File: src/rtl/lps_pkg.sv
package lps_pkg;
  localparam int LPS_MODE_W = 3;

  typedef enum logic [LPS_MODE_W-1:0] {
    LPS_PASS = 3'd0,
    LPS_DFF  = 3'd1,
    LPS_JK   = 3'd2,
    LPS_DLAT = 3'd3,
    LPS_RS   = 3'd4
  } lps_mode_e;
endpackage

File: src/rtl/lps_rst_sync.sv
module lps_rst_sync #(
  parameter int STAGES = 2
) (
  input  logic clk_i,
  input  logic rst_ni,
  output logic rst_no
);
  logic [STAGES-1:0] chain_q;
  logic [STAGES-1:0] chain_d;

  generate
    if (STAGES == 1) begin : g_one
      assign chain_d = 1'b1;
    end else begin : g_many
      assign chain_d = {chain_q[STAGES-2:0], 1'b1};
    end
  endgenerate

  always_ff @(posedge clk_i or negedge rst_ni) begin
    if (!rst_ni) chain_q <= '0;
    else         chain_q <= chain_d;
  end

  assign rst_no = chain_q[STAGES-1];
endmodule

File: src/rtl/lps_next.sv
module lps_next
  import lps_pkg::*;
(
  input  logic [LPS_MODE_W-1:0] mode_i,
  input  logic                  en_i,
  input  logic                  clr_i,
  input  logic                  even_i,
  input  logic                  odd_i,
  input  logic                  state_i,
  output logic                  next_o,
  output logic                  out_o
);
  always_comb begin
    next_o = state_i;
    out_o  = state_i;
    case (mode_i)
      LPS_DFF: begin
        if (clr_i)      next_o = 1'b0;
        else if (odd_i) next_o = even_i;
      end
      LPS_JK: begin
        if (clr_i) next_o = 1'b0;
        else begin
          case ({even_i, odd_i})
            2'b01:   next_o = 1'b0;
            2'b10:   next_o = 1'b1;
            2'b11:   next_o = ~state_i;
            default: next_o = state_i;
          endcase
        end
      end
      LPS_DLAT: begin
        if (en_i && odd_i) out_o = even_i;
        next_o = out_o;
      end
      LPS_RS: begin
        if (en_i) begin
          if (odd_i)       out_o = 1'b0;
          else if (even_i) out_o = 1'b1;
        end
        next_o = out_o;
      end
      default: begin
        out_o  = even_i;
        next_o = 1'b0;
      end
    endcase
  end
endmodule

File: src/rtl/lps_store.sv
module lps_store
  import lps_pkg::*;
(
  input  logic                  clk_i,
  input  logic                  rst_ni,
  input  logic                  en_i,
  input  logic [LPS_MODE_W-1:0] mode_req_i,
  input  logic                  next_i,
  output logic [LPS_MODE_W-1:0] mode_o,
  output logic                  state_o
);
  logic [LPS_MODE_W-1:0] mode_q, mode_d;
  logic                  state_q, state_d;

  always_comb begin
    mode_d  = mode_q;
    state_d = state_q;
    if (en_i) begin
      if (mode_req_i != mode_q) begin
        mode_d  = mode_req_i;
        state_d = 1'b0;
      end else begin
        state_d = next_i;
      end
    end
  end

  always_ff @(posedge clk_i or negedge rst_ni) begin
    if (!rst_ni) begin
      mode_q  <= LPS_PASS;
      state_q <= 1'b0;
    end else begin
      mode_q  <= mode_d;
      state_q <= state_d;
    end
  end

  assign mode_o  = mode_q;
  assign state_o = state_q;

  a_r8_frozen: assert property (@(posedge clk_i) disable iff (!rst_ni)
    !en_i |=> ($stable(state_q) && $stable(mode_q)));

  a_r9_switch_clears: assert property (@(posedge clk_i) disable iff (!rst_ni)
    (en_i && mode_req_i != mode_q) |=> (!state_q && mode_q == $past(mode_req_i)));
endmodule

File: src/rtl/lps_cell.sv
module lps_cell
  import lps_pkg::*;
#(
  parameter int RST_STAGES = 2
) (
  input  logic                  clk_i,
  input  logic                  rst_ni,
  input  logic                  clk_en_i,
  input  logic [LPS_MODE_W-1:0] mode_i,
  input  logic                  clr_i,
  input  logic                  even_i,
  input  logic                  odd_i,
  output logic                  q_o
);
  logic                  rst_s_n;
  logic [LPS_MODE_W-1:0] mode_act;
  logic                  state;
  logic                  next_bit;
  logic                  out_bit;

  lps_rst_sync #(.STAGES(RST_STAGES)) u_sync (
    .clk_i  (clk_i),
    .rst_ni (rst_ni),
    .rst_no (rst_s_n)
  );

  lps_next u_next (
    .mode_i  (mode_act),
    .en_i    (clk_en_i),
    .clr_i   (clr_i),
    .even_i  (even_i),
    .odd_i   (odd_i),
    .state_i (state),
    .next_o  (next_bit),
    .out_o   (out_bit)
  );

  lps_store u_store (
    .clk_i      (clk_i),
    .rst_ni     (rst_s_n),
    .en_i       (clk_en_i),
    .mode_req_i (mode_i),
    .next_i     (next_bit),
    .mode_o     (mode_act),
    .state_o    (state)
  );

  assign q_o = out_bit;

  logic steady;
  assign steady = clk_en_i && (mode_i == mode_act);

  a_r3_clear: assert property (@(posedge clk_i) disable iff (!rst_s_n)
    (steady && clr_i && (mode_act == LPS_DFF || mode_act == LPS_JK)) |=> !q_o);

  a_r4_toggle: assert property (@(posedge clk_i) disable iff (!rst_s_n)
    (steady && mode_act == LPS_JK && !clr_i && even_i && odd_i) |=> (q_o != $past(q_o)));

  a_r2_hold: assert property (@(posedge clk_i) disable iff (!rst_s_n)
    (steady && mode_act == LPS_DFF && !clr_i && !odd_i) |=> $stable(q_o));

  a_r6_forbidden: assert property (@(posedge clk_i) disable iff (!rst_s_n)
    (clk_en_i && mode_act == LPS_RS && even_i && odd_i) |-> !q_o);
endmodule

File: config.mk
export PLATFORM = sky130hd
export DESIGN_NAME = lps_cell
export DESIGN_NICKNAME = d
export VERILOG_FILES = /design/src/rtl/lps_pkg.sv /design/src/rtl/lps_rst_sync.sv /design/src/rtl/lps_next.sv /design/src/rtl/lps_store.sv /design/src/rtl/lps_cell.sv
export SDC_FILE = /design/constraint.sdc
export NUM_CORES = 1
export LEC_CHECK = 0
export ABC_AREA = 1
export BUFFER_PORTS_ARGS = -buffer_cell sky130_fd_sc_hd__clkbuf_2
export CORE_AREA = 2 2 39 41
export CTS_CLUSTER_SIZE = 30
export DETAILED_ROUTE_END_ITERATION = 8
export DIE_AREA = 0 0 41 43
export PLACE_DENSITY_LB_ADDON = 0.2
export REMOVE_ABC_BUFFERS = 1
export SLEW_MARGIN = 5
export SYNTH_ARGS = -nofsm -noshare
export SYNTH_HDL_FRONTEND = slang
export SYNTH_SLANG_ARGS = --single-unit
File: constraint.sdc
create_clock -name clk_i -period 1.33 [get_ports clk_i]
set_input_delay 0.133 -clock clk_i [delete_from_list [all_inputs] [get_ports clk_i]]
set_output_delay 0.133 -clock clk_i [all_outputs]
set_load 0.05 [all_outputs]
# Yosys cells after proc, flatten, opt, wreduce, memory -nomap -nowiden

Index checks and enable logic that the tools add are counted.

Multiplexer cells: 11
Reductions and logical operators: 4
Bitwise operators: 1
Eq/ne operators: 10

Operators with widths:

| operator           | count |
|---|---|
| $mux 1             | 8 |
| $eq 3x2->1 const B | 2 |
| $ne 6x2->1 const B | 1 |
| $pmux 1 s3         | 2 |
| $eq 2x2->1 const B | 2 |
| $ne 4x3->1 const B | 1 |
| $pmux 1 s4         | 1 |
| $eq 3x1->1 const B | 1 |
| $eq 3x3->1 const B | 1 |
| $ne 3x3->1         | 1 |
| $reduce_and 3->1   | 1 |
| $eq 2x1->1 const B | 1 |
| $reduce_and 2->1   | 1 |
| $reduce_or 2->1    | 1 |
| $logic_and 1x1->1  | 1 |
| $not 1->1          | 1 |

Logic and storage cells: 29
Register bits after elaboration: 6
Output and inout port bits: 1
Bits of input ports: 9

# Logic depth before layout (Yosys ltp)

Depth after elaboration: 5
Gate-level depth with buffers: 10
Depth with buffers taken out: 9

# Cells and area by module

Synthesis repeated with hierarchy kept, for this count alone.

Cell total of the unflattened synthesis: 67
Area, all modules: 406.6 µm²

By module, submodules not included:

| module       | area each (µm²) | seq. area each (µm²) | times used | cells an instance |
|---|---|---|---|---|
| lps_store    | 200.2           | 100.1                | 1          | 28 |
| lps_next     | 152.6           | 0.0                  | 1          | 36 |
| lps_rst_sync | 53.8            | 50.0                 | 1          | 3 |

# Worst setup path after synthesis

OpenSTA, ideal clock, no wires.

Path kind: register to output
Start point: register u_store.mode_q[0] (netlist: u_store.mode_o[0])
End point: output q_o
Required time: 1.197 ns
Path slack: 0.004 ns
Data arrival time: 1.193 ns
Cell stages (with the launch flop): 8
Buffers on the path: 0
Cell sequence: dfrtp_1 > inv_2 > nor2_2 > nand2_1 > o21ai_0 > nor2_1 > nand3b_1 > nand2_1

Word-level cells in the longest chain between the ends: 3
Elaborated cells on any way between the ends: 6
Those cells by class: eq/ne: 4; mux: 1; reduce/logical: 1

RTL lines:

| what                                            | line            | text |
|---|---|---|
| start, declared                                 | lps_store.sv:12 | `logic [LPS_MODE_W-1:0] mode_q, mode_d;` |
| start signal, assigned                          | lps_store.sv:33 | `mode_q <= mode_d;` |
| $eq 3x1->1 / $eq 3x2->1 (equally long branches) | lps_next.sv:16  | `case (mode_i)` |
| $reduce_or 2->1 (no line)                       | --              |  |
| $pmux 1 s3 *                                    | lps_next.sv:16  |  |
| end, declared                                   | lps_cell.sv:13  | `output logic q_o` |

Every way passes the cells marked *; elsewhere a longest branch is shown, timed or not.

# Final worst setup path

Start point: register u_store.mode_q[2] (netlist: u_store.mode_o[2])
End point: output q_o

The elaborated chain is that of the path after synthesis.

==> run summary <==
Outcome: complete, but fails checks
Violated checks: setup timing
Largest family of logic cells by synthesized area: simple AND/OR/NAND/NOR gates
Sequential area share after synthesis: 32.97%
Layout net count: 109
Initial antenna violation count: 0
Core ar.: 1384 sq um
Setup tns final: -158.3 ps
Asr flop ratio synth: 100.0%
Switch share: 31.31%
H-tree levels: 1
Critical path type: reg -> out
Final slew viol count: 0
Final Non-Filler Cells: 112
# rows: 14
Multi-input combinational cell area: 287.8 sq um
Vias in the first global route: 440
Die footprint: 1763 sq um
Drt first pass iters: 3
Antenna diode instance count: 0
Share of layout cells above drive strength 1: 40.63%
Required @ worst endpoint: 1200 ps
Routed WL: 1073 um
Clock transition at path regs: 40 ps
Inserted Clock Buffers: 3
Clock power share: 25.6%
Max Clk Rate: 0.6719 GHz
Final setup viols: 1
WP data arrival: 1360 ps
Sequential share of power: 34.7%
Final worst slack: -158.3 ps
Total track usage: 14.43%
Synth Area in Adders: 5.495%
TritonCTS clock tree: built
Clk sinks: 6
RD Place Congestion: 0.7292
Synth top area cells: dfrtp_1, nand2_1, nand3_1
Syn_area_per_cell: 6.601 sq um
Post-layout util: 50.36%
Register area: 151.4 sq um
Initial core utilization: 32.91%
Root buf cell: clkbuf_4
Largest net degree at the start of global routing: 7
Launch point of the worst reg-to-reg path: u_store.mode_o[0]
Wire length of the first global-routing pass: 1766 um
Maximum vdd drop: 577.4 uV
Die X: 41 um
Max clock buf depth: 2
RSZ-0062 raised after global routing: true
Yosys reg bits: 6
Total gr overflow: 0
Mux contribution to synthesized area: 0%
Cell count after placement: 102
Filler cells: 153
Leakage: 0.3888 nW
# IOs: 10
Final Cycle Share: 111.9%
Reg2reg setup slack: 0 ps
Clk_skew: 2.476 ps
Max Cap Viol: 0
Top-count cell post-synth: nand2_1
Die Ht: 43 um
Worst-path fanout max: 4
Startpoint types: flop
P_sw: 0.1937 mW
XOR/XNOR Fraction of Synth Area: 3.846%
Post-synth top area share: 32.97%
Setup crit end kind: output pin
Residual DRC count: 0
Syn. warnings: 0
Cell area after synthesis: 455.4 sq um
PwrDens: 887.7 nW/um^2
FF-to-FF End: u_store.state_o
Vias per cell: 4.491
Min-delay worst type: reg -> async
Cell variety after synth: 18
Cell count after synthesis: 69
Worst-Skew Late Latency: 230 ps
Area leader, netlist: dfrtp_1
Main synth FF type: dfrtp_1
Area delta synth->final: 53.02%
Post-DP HPWL: 829.2 um
Gate power share: 39.7%
R2R depth: 8
Synth Area in Compound Gates: 6.593%
Port bufs: 9
Vias: 503
Number of enable flip-flop cells after synthesis: 0
WL/cell: 9.580 um
Antenna-violating nets left: 0
Tmin final: 1488 ps
Post-Synth Simple-Gate Area: 40.38%
Power Internal: 0.4249 mW
Synth cell count leaders: nand2_1, inv_1, nor2_1
Final hold violation count: 0
Drt initial violations: 11
logic make-up (layout without fill, tap and decap cells):
group                      Yosys count  count (layout)
buffers and inverters               11              38
adders and majority gates            2               2
other                                1               1
xor gates and xnor gates             2               2
AOI/OAI and AO/OA                    6               6
DFF                                  6               6
and+or+nand+nor                     41              41
power groups by stage:
stage          Sequential [mW]  Clock, mW  Combinational, mW
2_1_floorplan            0.213          0              0.103
3_3_place_gp             0.213          0              0.181
3_5_place_dp             0.213          0              0.182
4_1_cts                  0.212      0.165              0.208
5_1_grt                  0.217      0.177              0.272
6_report                 0.215      0.158              0.246
cell usage in the layout (no fill, tap or decap), drive strengths merged:
cell type	netlist	routed
dlygate4sd3	0	1
dfrtp	6	6
nor2	10	10
inv	10	10
nand2	20	20
a21oi	3	3
nor3	1	1
conb	1	1
clkbuf	0	11
nand3	8	8
nand4	1	1
buf	1	16
xnor2	2	2
nand3b	1	1
o21ai	3	3
ha	2	2
worst max-delay path by stage:
| stage | from | end | cells past startpoint | slack (ps) |
|---|---|---|---|---|
| after floorplan | u_store.mode_o[0] | q_o | 7 | 4 |
| after global placement | u_store.mode_o[1] | q_o | 6 | -7 |
| final | u_store.mode_o[2] | q_o | 8 | -160 |
| after CTS | u_store.mode_o[0] | q_o | 8 | -160 |
| after global routing | u_store.mode_o[2] | q_o | 8 | -250 |
| after detailed placement | u_store.mode_o[0] | q_o | 8 | -10 |
metrics by stage:
step	total power [mW]	area, sq um	worst slack, ps	hold slack, ps
2_1_floorplan	0.3161	447.9	3.625	-162.6
3_3_place_gp	0.3944	580.6	-6.572	-80.49
3_5_place_dp	0.3954	580.6	-10.86	-79.52
4_1_cts	0.5843	641.9	-163.6	65.62
5_1_grt	0.6659	696.9	-254.0	74.77
6_report	0.6187	696.9	-158.3	60.72
critical path, cell delays in order (launching register included):
cell and delay (ps):
dfrtp_1 380, inv_2 90, nand2_2 80, nor2_2 130, nand2_1 80, nand2_2 70
a21oi_1 40, nand2_1 90, buf_8 150
layer usage:
layer | share of wire [%] | track usage (%) | vias to the layer above
met4 | 0 | 4.000 | 0
li1 | - | - | 267
met2 | 51 | 22.50 | 8
met1 | 45 | 19.40 | 228
met5 | 0 | 0 | -
met3 | 3.8 | 3.141 | 0
sequential cells by signal (all words and copies together) (netlist names):
signal / flops
u_store.mode_o: 3
u_sync.chain_q: 2
u_store.state_o: 1
area by class of cell:
| class | instances | area share [%] |
|---|---|---|
| Inverter | 10 | 5.386 |
| Clock buffer | 3 | 3.232 |
| Tap cell | 16 | 2.873 |
| Sequential cell | 6 | 21.72 |
| Multi-Input combinational cell | 52 | 41.29 |
| Timing Repair Buffer | 25 | 25.49 |
timing repair:
item | in CTS | in global routing
pin swaps | 0 | 4
gates resized for setup | 4 | 7
setup buffers | 2 | 4
hold endpoints to repair | 2 | 0
hold buffers | 1 | 0
gates cloned | 0 | 0
endpoints found under the setup margin | 1 | 3
No activity file was read; power rests on OpenSTA's default activity.
